<file path="src/rtl/dpcm_channel.sv">
module dpcm_channel #(
  parameter bit ALT_STD = 1'b0
) (
  input  logic        clk,
  input  logic        rst_n,
  input  logic        cpu_tick,
  input  logic        reg_we,
  input  logic [1:0]  reg_sel,
  input  logic [7:0]  reg_wdata,
  input  logic        ctl_we,
  input  logic [7:0]  ctl_wdata,
  output logic        mem_req,
  output logic [15:0] mem_addr,
  input  logic        mem_valid,
  input  logic [7:0]  mem_rdata,
  output logic [6:0]  sample_o,
  output logic [7:0]  status_o,
  output logic        irq_o
);

  function automatic logic [8:0] period_of(input logic [3:0] idx);
    logic [8:0] p;
    if (!ALT_STD) begin
      case (idx)
        4'd0:  p = 9'd428;  4'd1:  p = 9'd380;  4'd2:  p = 9'd340;  4'd3:  p = 9'd320;
        4'd4:  p = 9'd286;  4'd5:  p = 9'd254;  4'd6:  p = 9'd226;  4'd7:  p = 9'd214;
        4'd8:  p = 9'd190;  4'd9:  p = 9'd160;  4'd10: p = 9'd142;  4'd11: p = 9'd128;
        4'd12: p = 9'd106;  4'd13: p = 9'd84;   4'd14: p = 9'd72;   default: p = 9'd54;
      endcase
    end else begin
      case (idx)
        4'd0:  p = 9'd398;  4'd1:  p = 9'd354;  4'd2:  p = 9'd316;  4'd3:  p = 9'd298;
        4'd4:  p = 9'd276;  4'd5:  p = 9'd236;  4'd6:  p = 9'd210;  4'd7:  p = 9'd198;
        4'd8:  p = 9'd176;  4'd9:  p = 9'd148;  4'd10: p = 9'd132;  4'd11: p = 9'd118;
        4'd12: p = 9'd98;   4'd13: p = 9'd78;   4'd14: p = 9'd66;   default: p = 9'd50;
      endcase
    end
    return p;
  endfunction

  logic [1:0]  mode_q;
  logic [3:0]  rate_q;
  logic [8:0]  timer_q;
  logic [5:0]  level_q;
  logic        lsb_q;
  logic [7:0]  shreg_q;
  logic [3:0]  bits_q;
  logic [15:0] addr_q;
  logic [11:0] remain_q;
  logic [7:0]  areg_q, lreg_q;
  logic        run_q, irq_q, req_q;

  wire wr_mode  = reg_we && reg_sel == 2'd0;
  wire wr_level = reg_we && reg_sel == 2'd1;
  wire [8:0] new_p = period_of(reg_wdata[3:0]);
  wire [8:0] cur_p = period_of(rate_q);
  wire expire   = cpu_tick && timer_q == 9'd0;
  wire start    = ctl_we && ctl_wdata[4] && !run_q;
  wire stop     = ctl_we && !ctl_wdata[4];
  wire take     = req_q && mem_valid;
  wire last     = remain_q == 12'd1;
  wire [15:0] base_addr = 16'hC000 | {2'b00, areg_q, 6'd0};
  wire [11:0] base_len  = {lreg_q, 4'd0} + 12'd1;
  wire [15:0] next_addr = (addr_q == 16'hFFFF) ? 16'h8000 : addr_q + 16'd1;

  always_ff @(posedge clk) begin
    if (!rst_n) begin
      mode_q  <= 2'd0;
      rate_q  <= 4'd0;
      timer_q <= period_of(4'd0) - 9'd1;
      areg_q  <= 8'd0;
      lreg_q  <= 8'd0;
    end else begin
      if (reg_we && reg_sel == 2'd2) areg_q <= reg_wdata;
      if (reg_we && reg_sel == 2'd3) lreg_q <= reg_wdata;
      if (wr_mode) begin
        mode_q <= reg_wdata[7:6];
        rate_q <= reg_wdata[3:0];
        if (timer_q > new_p - 9'd1) timer_q <= new_p - 9'd1;
      end else if (cpu_tick) begin
        timer_q <= (timer_q == 9'd0) ? cur_p - 9'd1 : timer_q - 9'd1;
      end
    end
  end

  always_ff @(posedge clk) begin
    if (!rst_n) begin
      level_q <= 6'd0;
      lsb_q   <= 1'b0;
      shreg_q <= 8'd0;
      bits_q  <= 4'd0;
    end else begin
      if (take) begin
        shreg_q <= mem_rdata;
        bits_q  <= 4'd8;
      end else if (expire && bits_q != 4'd0) begin
        shreg_q <= shreg_q >> 1;
        bits_q  <= bits_q - 4'd1;
      end
      if (wr_level) begin
        level_q <= reg_wdata[6:1];
        lsb_q   <= reg_wdata[0];
      end else if (expire && bits_q != 4'd0) begin
        if (shreg_q[0] && level_q != 6'd63) level_q <= level_q + 6'd1;
        else if (!shreg_q[0] && level_q != 6'd0) level_q <= level_q - 6'd1;
      end
    end
  end

  always_ff @(posedge clk) begin
    if (!rst_n) begin
      addr_q   <= 16'd0;
      remain_q <= 12'd0;
      run_q    <= 1'b0;
      irq_q    <= 1'b0;
      req_q    <= 1'b0;
    end else begin
      if (start) begin
        addr_q   <= base_addr;
        remain_q <= base_len;
        run_q    <= 1'b1;
        irq_q    <= 1'b0;
      end else if (stop) begin
        run_q <= 1'b0;
      end else if (take) begin
        if (last && mode_q[0]) begin
          addr_q   <= base_addr;
          remain_q <= base_len;
        end else begin
          addr_q   <= next_addr;
          remain_q <= remain_q - 12'd1;
          if (last) begin
            run_q <= 1'b0;
            irq_q <= mode_q == 2'b10;
          end
        end
      end
      if (stop || take) req_q <= 1'b0;
      else if (run_q && bits_q == 4'd0) req_q <= 1'b1;
    end
  end

  assign mem_req  = req_q;
  assign mem_addr = addr_q;
  assign sample_o = {level_q, lsb_q};
  assign status_o = {irq_q, 2'b00, run_q, 4'b0000};
  assign irq_o    = irq_q;

endmodule

</file>
<file path="config.mk">
export PLATFORM = sky130hd
export DESIGN_NAME = dpcm_channel
export DESIGN_NICKNAME = d
export VERILOG_FILES = /design/src/rtl/dpcm_channel.sv
export SDC_FILE = /design/constraint.sdc
export NUM_CORES = 1
export LEC_CHECK = 0
export BUFFER_PORTS_ARGS = -buffer_cell sky130_fd_sc_hd__buf_2
export CAP_MARGIN = 30
export CORE_UTILIZATION = 38
export DETAILED_ROUTE_END_ITERATION = 16
export PLACE_DENSITY = 0.63
export REMOVE_ABC_BUFFERS = 1
export SYNTH_ARGS = -nofsm -noshare
export SYNTH_HDL_FRONTEND = slang
export SYNTH_SLANG_ARGS = --single-unit
</file>
<file path="constraint.sdc">
create_clock -name clk -period 6.2 [get_ports clk]
set_clock_uncertainty 0.1 [all_clocks]
set_input_delay 0.31 -clock clk [delete_from_list [all_inputs] [get_ports clk]]
set_output_delay 0.31 -clock clk [all_outputs]
set_load 0.02 [all_outputs]
</file>
==> results of run 1 <==
-- Yosys cell counts (5+ instances only) --
cell type	number	area, sq um
sky130_fd_sc_hd__xor2_1	15	131
sky130_fd_sc_hd__a211oi_1	22	165
sky130_fd_sc_hd__nor2_1	101	379
sky130_fd_sc_hd__and3_1	5	31.3
sky130_fd_sc_hd__nor4_1	7	43.8
sky130_fd_sc_hd__nor3_1	14	70.1
sky130_fd_sc_hd__a21oi_1	51	255
sky130_fd_sc_hd__nand2_1	56	210
sky130_fd_sc_hd__nor2b_1	7	43.8
sky130_fd_sc_hd__buf_4	10	75.1
sky130_fd_sc_hd__nand3b_1	5	37.5
sky130_fd_sc_hd__mux2i_1	27	270
sky130_fd_sc_hd__o221ai_1	6	52.6
sky130_fd_sc_hd__dfxtp_1	89	1780
sky130_fd_sc_hd__ha_1	28	350
sky130_fd_sc_hd__xnor2_1	20	175
sky130_fd_sc_hd__buf_1	5	18.8
sky130_fd_sc_hd__nand3_1	19	95.1
sky130_fd_sc_hd__nand4_1	9	56.3
sky130_fd_sc_hd__o211ai_1	7	52.6
sky130_fd_sc_hd__clkbuf_1	19	71.3
sky130_fd_sc_hd__or3_1	6	37.5
sky130_fd_sc_hd__nand2b_1	8	50.1
sky130_fd_sc_hd__inv_1	21	78.8
sky130_fd_sc_hd__o21ai_0	25	125
-- path summary, 6_finish.rpt --
| path | from | end |
|---|---|---|
| max | reg_wdata[0] | timer_q[8] |
| min | mem_rdata[7] | shreg_q[7] |
| max reg2reg | level_q[0] | level_q[5] |
| min reg2reg | areg_q[6] | mem_addr[12] |
-- sequential cells by signal (all words and copies together) (netlist names) --
name,cells
areg_q,8
bits_q,4
cur_p,8
irq_o,1
level_q,6
lreg_q,8
lsb_q,1
mem_addr,16
mem_req,1
mode_q,2
rate_q,4
remain_q,12
run_q,1
shreg_q,8
timer_q,9
-- metal layers --
layer | global-route usage (%) | share of wire, % | wire length [um] | up-vias
met4 | 8.62 | 2.0 | 254 | 0
li1 | - | - | - | 2372
met3 | 3.45 | 4.2 | 533 | 18
met2 | 31.0 | 48 | 6120 | 116
met1 | 23.5 | 45 | 5740 | 2184
met5 | 0 | 0 | 0 | -
-- cells by family after synthesis --
| family | synth area share, % |
|---|---|
| AOI/OAI and AO/OA | 18.6 |
| xor gates and xnor gates | 5.88 |
| adders and majority gates | 7.10 |
| buffers and inverters | 4.85 |
| DFF | 34.2 |
| muxes | 6.05 |
| other | 0.0719 |
| and+or+nand+nor | 23.3 |
-- power groups by stage --
stage,Sequential (mW),Combinational [mW],Clock (mW)
final,0.635,0.234,0.602
after global routing,0.639,0.263,0.639
after CTS,0.634,0.234,0.614
after detailed placement,0.647,0.232,0
after global placement,0.646,0.227,0
after floorplan,0.646,0.160,0
-- per-stage QoR --
| stage | setup slack (ps) | util (%) | area (sq um) |
|---|---|---|---|
| floorplan | 1810 | - | 5060 |
| global placement | 1740 | 41.9 | 5570 |
| detailed placement | 1980 | 41.9 | 5570 |
| CTS | 2360 | 44.4 | 5900 |
| global route | 2120 | 44.4 | 5900 |
| finish | 2360 | 44.4 | 5900 |
-- cell type report --
cell class / count / area share (%)
Clock buffer: 11 / 4.11
Clock inverter: 5 / 1.44
Inverter: 22 / 1.40
Multi-Input combinational cell: 506 / 54.3
Sequential cell: 89 / 30.2
Tap cell: 176 / 3.73
Timing Repair Buffer: 55 / 4.83
-- critical path: cells and delay by family --
kind | cells | cell delay, ps
simple gates | 5 | 1260
compound gates | 5 | 1320
fa+ha+maj | 2 | 520
buf+inv | 3 | 580
==> impl_metrics.tcl, run 1 <==
set metrics [dict create \
    max-cap-violations 0 \
    drt_pass_1_iters 5 \
    switching_component_of_the_power_mw 0.407 \
    whs_ps 123 \
    tritoncts "done" \
    routed_wl_mm 12.7 \
    place.gp.congestion 0.865 \
    clock_tree.htree_level_count 3 \
    synth.cell_area_sq_mm 0.00521 \
    drive_above_1_share_pct 12.5 \
    regToRegSetupSlack_ps 3350 \
    clk_pin_slew_worst_paths_ps 70 \
    worstPathCellList "buf_2 > inv_1 > ha_1 > or3b_1 > a31o_1 > or4b_4 > a311oi_2 > ha_1 > nand2_1 > nor2_1 > a21oi_1 > a311oi_2 > buf_4 > nor2b_1 > a211o_1" \
    viasPerCell 5.43 \
    hold_buffers 0 \
    grt_overflow 0 \
    drv_slew 0 \
    synth_edf_count 0 \
    antenna_cells 0 \
    timing.critical_path.arrival_ps 3990 \
    hold-path-cell-count 3 \
    final-instance-count-excl-fill 864 \
    clock_tree.buffer_depth 2 \
    power.share.combinational_pct 15.9 \
    area.sequential_sq_mm 0.00178 \
    finalPower_mw 1.47 \
    netlist_instances 647 \
    p_seq_share_pct 43.2 \
    num_rows 42 \
    synth.avg_cell_area_sq_um 8.06 \
    coreArea_sq_mm 0.0133 \
    switching_share_pct 27.6 \
    finalSetupViolCount 0 \
    die_area_sq_mm 0.0142 \
    p_clk_share_pct 40.9 \
    synth_cell_types 63 \
    peakVddDrop_v 0.000126 \
    layout.nets 744 \
    clk_root_buffer_cell "sky130_fd_sc_hd__clkbuf_16" \
    fin_crit_ps 3840 \
    grt_setup_unrepaired "no" \
    hpwl_mm 9.19 \
    worst-setup-path-type "in -> reg" \
    grt_usage_pct 18.7 \
    crit_path_start_kind "input port" \
    grt_pass1_vias 4354 \
    initial_utilization_pct 39.2 \
    layout_common_cells "sky130_fd_sc_hd__nor2_1, sky130_fd_sc_hd__dfxtp_1, sky130_fd_sc_hd__nand2_1" \
    max_clock_freq_mhz 260 \
    worst_path_slowest_cell "sky130_fd_sc_hd__or4b_4" \
    timing.setup.tns_ps 0 \
    dr.first_iter.drc_count 330 \
    fillers 1290 \
    cts_inserted_buffers 9 \
    port-buffer-count 51 \
    floorplan.io_pins 65 \
    worst_path_largest_cell_delay_ps 540 \
    yosys_register_bits 89 \
    grt_max_degree 57 \
    synthFlopType "sky130_fd_sc_hd__dfxtp_1" \
    most_common_cell_after_layout_fill_and_taps_aside "sky130_fd_sc_hd__nor2_1" \
    antenna_violations_before_repair 0 \
    timing_worst_slew_pin_value_ps 886 \
    timing.reg2reg.worst_path_depth 9 \
    clkLatencyLatePin_ps 350 \
    maxSlewHeadroom_pct 40.4 \
    routedWlPerCell_um 14.6 \
    status "complete, no violations" \
    critical_path_required_ps 6340 \
    synth-warning-count 0 \
    path_max_fanout 14 \
    yosysSeqAreaShare_pct 34.2 \
    multi_input_area_sq_mm 0.00320 \
    cts_repair_resize_count 0 \
    cts_sinks 89 \
    fp.dieW_um 119 \
    grt_pass1_wl_mm 21.2 \
    num_vias 4690 \
    post-route-drc-count 0 \
    power.internal_mw 1.06 \
    drtAntennaViolNets 0 \
    die_height_um 119 \
    power.density_cell_area_mw_per_mm2 249 \
    cts_setup_buffers 0 \
    dpl.cell_count 848 \
    worst_setup_path_end_kind "flip-flop" \
    area.growth.synth_to_final_pct 13.2 \
    finalHoldViolations 0 \
    finalCritPeriodShare_pct 62.0 \
    leakagePower_nw 2.40 \
    worstHoldPathType "in -> reg" \
    post_synth_arst_share_pct 0 \
]
No activity file was read; power rests on OpenSTA's default activity.
==> inputs of run 2 (changes only) <==
Settings changed: ABC_AREA from default to 1, PLACE_DENSITY 0.63 to 0.65.
Clock period 6.2 ns to 3.3 ns, I/O delays scaled along.
==> impl_metrics.tcl, run 2 <==
set metrics [dict create \
    synth_most_common_cell "sky130_fd_sc_hd__nand2_1" \
    fp.dieW_um 123 \
    layout_common_cells "sky130_fd_sc_hd__nand2_1, sky130_fd_sc_hd__inv_1, sky130_fd_sc_hd__dfxtp_1" \
    whs_ps 24.0 \
    drive_above_1_share_pct 12.4 \
    routed_wl_mm 13.4 \
    finalPower_mw 2.90 \
    max_clock_freq_mhz 343 \
    synthFlopType "sky130_fd_sc_hd__dfxtp_1" \
    num_rows 43 \
    critical_path_buf_inv_count 5 \
    synth.cell_area_sq_mm 0.00553 \
    drv_slew 0 \
    grt_pass1_wl_mm 22.3 \
    yosysSeqAreaShare_pct 32.2 \
    routedWlPerCell_um 12.5 \
    hold_path_startpoint "reg_wdata[7]" \
    synth_cell_types 47 \
    coreArea_sq_mm 0.0140 \
    synth_area_leader_cell "sky130_fd_sc_hd__dfxtp_1" \
    grt_overflow 0 \
    die_height_um 123 \
    synth_edf_count 0 \
    most_common_cell_after_layout_fill_and_taps_aside "sky130_fd_sc_hd__nand2_1" \
    path_max_fanout 8 \
    critical_path_required_ps 3450 \
    timing_worst_slew_pin_value_ps 595 \
    clk_root_buffer_cell "sky130_fd_sc_hd__clkbuf_16" \
    grt_pass1_vias 4709 \
    crit_path_start_kind "input port" \
    crit-reg2reg-launch "mem_req" \
    cts_inserted_buffers 9 \
    netlist_instances 825 \
    regToRegSetupSlack_ps 970 \
    dr.first_iter.drc_count 304 \
    area.growth.synth_to_final_pct 14.9 \
    antenna_violations_before_repair 0 \
    clock_tree.buffer_depth 2 \
    finalCritPeriodShare_pct 88.4 \
    cts_repair_resize_count 0 \
    postLayoutSetupSlackWorst_ps 381 \
    leakagePower_nw 2.91 \
    layout.nets 942 \
    drt_pass_1_iters 5 \
    grt_setup_unrepaired "no" \
    post-route-drc-count 0 \
    pre_cts_worst_setup_slack_ps 145 \
    fin_crit_ps 2920 \
    num_vias 5302 \
    timing.setup.tns_ps 0 \
    worst_path_largest_cell_delay_ps 310 \
    port-buffer-count 51 \
    place.gp.congestion 0.847 \
    hpwl_mm 9.77 \
    worst-setup-path-type "in -> reg" \
    die_area_sq_mm 0.0150 \
    finalSetupViolCount 0 \
    drtAntennaViolNets 0 \
    hold-path-cell-count 3 \
    synth_common_cells "sky130_fd_sc_hd__nand2_1, sky130_fd_sc_hd__inv_1, sky130_fd_sc_hd__dfxtp_1" \
    synth-warning-count 0 \
    worstHoldPathType "in -> reg" \
    hold-path-endpoint "mode_q[1]" \
    initial_utilization_pct 39.3 \
    cp_common_cell "sky130_fd_sc_hd__nand2_1" \
    synth.avg_cell_area_sq_um 6.70 \
    power.density_cell_area_mw_per_mm2 457 \
    finalHoldViolations 0 \
    tritoncts "done" \
    clock_tree.htree_level_count 3 \
    grt_max_degree 44 \
    worstPathCellList "buf_2 > inv_1 > ha_1 > inv_1 > nand2_1 > nand3_1 > nand2_1 > inv_1 > nand2_1 > nor2_1 > nand3_1 > and2_1 > ha_1 > nand2_1 > nor3_1 > a21oi_1 > nand2_1 > nand2_1 > or2_2 > nand3_1 > inv_1" \
    worst_setup_path_end_kind "flip-flop" \
    status "complete, no violations" \
    yosys-top-cells-area "sky130_fd_sc_hd__dfxtp_1, sky130_fd_sc_hd__nand2_1, sky130_fd_sc_hd__inv_1" \
    number_of_flip_flops_in_the_largest_register 16 \
    clk_pin_slew_worst_paths_ps 70 \
    cts_sinks 89 \
    synth_largest_type_area_fraction_pct 32.2 \
    viasPerCell 4.97 \
    antenna_cells 0 \
    rr_endpoint "mem_addr[6]" \
    post_synth_arst_share_pct 0 \
    critical-path-top-delay-family "simple AND/OR/NAND/NOR gates" \
    max-cap-violations 0 \
    yosys_register_bits 89 \
    clkLatencyLatePin_ps 350 \
    grt_usage_pct 18.9 \
    timing.reg2reg.worst_path_depth 8 \
    peakVddDrop_v 0.000285 \
    floorplan.io_pins 65 \
    cts_setup_buffers 0 \
    timing.critical_path.arrival_ps 3070 \
    maxSlewHeadroom_pct 60.3 \
    worst_path_slowest_cell "sky130_fd_sc_hd__ha_1" \
    util_after_layout_pct 45.2 \
]
## run 2: cell types whose count changed in the layout (fill, tap and decap cells not counted), moves of 10 or more
cell,before,now
sky130_fd_sc_hd__a211oi_1,22,1
sky130_fd_sc_hd__a21oi_1,51,61
sky130_fd_sc_hd__inv_1,20,100
sky130_fd_sc_hd__mux2i_1,27,0
sky130_fd_sc_hd__nand2_1,56,190
sky130_fd_sc_hd__nand3_1,19,63
sky130_fd_sc_hd__nor2_1,101,85
sky130_fd_sc_hd__o21ai_0,25,50
## run 2: logic make-up after synthesis
group                    after synthesis  synth area share, %
other                                  1               0.0679
buffers and inverters                134                 10.3
adder cells (fa/ha/maj)               29                 6.70
AO/OA/AOI/OAI                        155                 15.6
flip-flops                            89                 32.2
AND/OR/NAND/NOR                      394                 31.4
XOR/XNOR                              23                 3.65
## run 2: final cells by class
class	instances	area, sq um
Tap cell	180	225
Inverter	107	419
Fill cell	1484	7690
Multi-Input combinational cell	607	3190
Timing Repair Buffer	67	395
Sequential cell	89	1780
Clock inverter	6	96.3
Clock buffer	10	239
## run 2: worst reg2reg max path: cells and delay by family (launching register included)
kind | cells | cell delay [ps]
flip-flops | 1 | 350
buffers and inverters | 2 | 320
AND/OR/NAND/NOR | 4 | 1100
AO/OA/AOI/OAI | 2 | 390
## run 2: worst max-delay path by stage
stage                            start         end  slack [ps]  depth (start not counted)
after floorplan           reg_wdata[0]  timer_q[4]         490                         20
after global routing      reg_wdata[1]  timer_q[2]          70                         21
after global placement    reg_wdata[1]  timer_q[4]         190                         21
after detailed placement  reg_wdata[1]  timer_q[4]         140                         21
after CTS                 reg_wdata[1]  timer_q[4]         460                         21
final                     reg_wdata[1]  timer_q[4]         380                         21
## run 2: report_power, final
| group | switching, mW | internal (mW) | leakage, nW | total [mW] |
|---|---|---|---|---|
| Clock | 0.463 | 0.694 | 0.161 | 1.16 |
| Sequential | 0.0535 | 1.14 | 0.727 | 1.19 |
| Combinational | 0.346 | 0.207 | 2.02 | 0.553 |
| Total | 0.862 | 2.04 | 2.91 | 2.90 |
## run 2: routing by layer
layer | GRT usage, % | share of wire, % | vias up
li1 | - | - | 2788
met1 | 25.3 | 49 | 2392
met2 | 29.9 | 46 | 102
met3 | 4.60 | 3.6 | 20
met4 | 5.64 | 1.7 | 0
met5 | 0 | 0 | -
## run 2: per-stage QoR
step | std cells | cell area, sq um
6_report | 1066 | 6350
5_1_grt | 1066 | 6350
4_1_cts | 1066 | 6350
3_5_place_dp | 1042 | 5930
3_3_place_gp | 1042 | 5930
2_1_floorplan | 803 | 5390
## run 2: timing repair
| item | 4_1_cts | 5_1_grt |
|---|---|---|
| hold endpoints to repair | 8 | 0 |
| hold buffers | 8 | 0 |
| setup endpoints to repair | 0 | 0 |
==> inputs of run 3 (changes only) <==
Clock period 3.3 ns to 2.4 ns, I/O delays scaled along.
==> impl_metrics.tcl, run 3 (same netlist as run 2, synthesis figures left out) <==
set metrics [dict create \
    most_common_cell_after_layout_fill_and_taps_aside "sky130_fd_sc_hd__nand2_1" \
    max_clock_freq_mhz 425 \
    power.density_cell_area_mw_per_mm2 592 \
    routedWlPerCell_um 13.1 \
    fillers 1381 \
    num_rows 43 \
    grt_pass1_wl_mm 22.7 \
    critical-path-top-delay-family "simple AND/OR/NAND/NOR gates" \
    drtAntennaViolNets 0 \
    clk_pin_slew_worst_paths_ps 70 \
    layout.nets 985 \
    coreArea_sq_mm 0.0140 \
    leakagePower_nw 3.15 \
    postLayoutSetupSlackWorst_ps 47.7 \
    timing.critical_path.arrival_ps 2500 \
    critical_path_required_ps 2550 \
    cts_inserted_buffers 9 \
    finalCritPeriodShare_pct 98.0 \
    num_vias 5517 \
    fin_crit_ps 2350 \
    maxSlewHeadroom_pct 61.2 \
    floorplan.io_pins 65 \
    tritoncts "done" \
    grt_max_degree 44 \
    finalSetupViolCount 0 \
    timing_worst_slew_pin_value_ps 580 \
    clock_tree.htree_level_count 3 \
    dr.first_iter.drc_count 355 \
    finalHoldViolations 0 \
    clk_root_buffer_cell "sky130_fd_sc_hd__clkbuf_16" \
    clkLatencyLatePin_ps 350 \
    cp_common_cell "sky130_fd_sc_hd__nand2_1" \
    initial_utilization_pct 39.3 \
    die_area_sq_mm 0.0150 \
    timing.reg2reg.worst_path_depth 11 \
    drt_pass_1_iters 5 \
    routed_wl_mm 14.5 \
    max-cap-violations 0 \
    status "complete, no violations" \
    antenna_violations_before_repair 0 \
    place.gp.congestion 0.860 \
    dpl.cell_count 1078 \
    grt_pass1_vias 4791 \
    postPlaceCellArea_sq_mm 0.00622 \
    worst_path_slowest_cell "sky130_fd_sc_hd__ha_4" \
    crit_cells 20 \
    path_max_fanout 6 \
    cts_sinks 89 \
    hpwl_mm 10.3 \
    worst_path_largest_cell_delay_ps 270 \
    crit_path_start_kind "input port" \
    number_of_flip_flops_in_the_largest_register 16 \
    peakVddDrop_v 0.000391 \
    timing.setup.tns_ps 0 \
    worstPathCellList "buf_4 > buf_6 > ha_4 > nand2_1 > nand2_1 > nand2_1 > nand2_2 > ha_4 > buf_4 > xnor2_2 > inv_2 > ha_4 > nand3_2 > nor3_2 > a21oi_1 > nand2_1 > nand2_2 > or2_4 > nand3_1 > inv_1" \
    viasPerCell 4.97 \
    grt_usage_pct 19.2 \
    pre_cts_worst_setup_slack_ps -462 \
    post-route-drc-count 0 \
    drive_above_1_share_pct 21.5 \
    grt_overflow 0 \
    hold-path-cell-count 3 \
    critical_path_buf_inv_count 5 \
    layout_common_cells "sky130_fd_sc_hd__nand2_1, sky130_fd_sc_hd__inv_1, sky130_fd_sc_hd__dfxtp_1" \
    worstHoldPathType "in -> reg" \
    final-instance-count-excl-fill 1109 \
    worst-setup-path-type "in -> reg" \
    clock_tree.buffer_depth 2 \
    area.growth.synth_to_final_pct 26.4 \
    drv_slew 0 \
    worst_setup_path_end_kind "flip-flop" \
    postLayoutCellArea_sq_mm 0.00698 \
    antenna_cells 0 \
    die_height_um 123 \
    port-buffer-count 51 \
    fp.dieW_um 123 \
]
## run 3: changes by cell type in the layout (fill, tap and decap cells not counted), moves of 4 or more
cell                      before  now
sky130_fd_sc_hd__inv_1       100   94
sky130_fd_sc_hd__nand2_1     190  177
sky130_fd_sc_hd__ha_1         28   18
sky130_fd_sc_hd__buf_4         8   44
sky130_fd_sc_hd__inv_2         4    8
sky130_fd_sc_hd__nand3_1      63   57
sky130_fd_sc_hd__a21oi_1      61   57
sky130_fd_sc_hd__nand3_2       2    8
sky130_fd_sc_hd__a21oi_2       0    4
sky130_fd_sc_hd__buf_6         0    6
sky130_fd_sc_hd__ha_4          0   10
sky130_fd_sc_hd__nand2_2       4   16
## run 3: power breakdown
part | leakage (nW) | total (mW) | internal [mW] | switching [mW]
Clock | 0.158 | 1.56 | 0.923 | 0.634
Sequential | 0.727 | 1.64 | 1.57 | 0.0748
Combinational | 2.26 | 0.935 | 0.391 | 0.544
## run 3: layer usage
metal / up-vias / GRT usage (%) / share of wire, %
met5: - / 0 / 0
met4: 0 / 4.50 / 1.2
met3: 15 / 4.18 / 3.8
met2: 112 / 30.0 / 46
met1: 2509 / 26.7 / 49
li1: 2881 / - / -
## run 3: path summary, 6_finish.rpt
check,start,endpoint,slack (ps)
worst min register to register,lreg_q[6],lreg_q[6],340
worst max register to register,level_q[3],level_q[3],230
worst min-delay path,reg_wdata[5],level_q[4],4
worst max-delay path,reg_wdata[1],timer_q[4],50
## run 3: timing repair
| item | in CTS | in global routing |
|---|---|---|
| setup endpoints to repair | 7 | 11 |
| resized for setup | 3 | 70 |
| hold buffers | 10 | 0 |
| pin swaps | 0 | 23 |
| endpoints found under the hold margin | 12 | 0 |
| buffers inserted | 0 | 5 |
## run 3: worst register-to-register path: stages (launching register included)
cell and delay, ps:
sky130_fd_sc_hd__dfxtp_1 420, sky130_fd_sc_hd__nand2_1 80, sky130_fd_sc_hd__nor2_1 110, sky130_fd_sc_hd__nand3_1 110, sky130_fd_sc_hd__nand2_2 150, sky130_fd_sc_hd__ha_1 310
sky130_fd_sc_hd__a21oi_1 230, sky130_fd_sc_hd__nand2_1 90, sky130_fd_sc_hd__xnor2_1 170, sky130_fd_sc_hd__nor2_1 60, sky130_fd_sc_hd__o21ai_1 150, sky130_fd_sc_hd__a21oi_1 80
## run 3: layout make-up
type                    count  area [sq um]  area share, %
multi-input cells         607          3460           49.5
flip-flops and latches     89          1780           25.5
repair buffers            110           766           11.0
inverters                 107           429           6.14
clock buffers               9           225           3.22
well taps                 180           225           3.22
clock inverters             7           101           1.45
## run 3: stage by stage
step	util (%)	power, mW	hold slack (ps)
finish	49.7	4.13	4.34
global route	49.7	4.35	21.8
CTS	47.4	4.05	0.828
detailed placement	44.3	2.48	278
global placement	44.3	2.47	274
floorplan	-	2.21	104
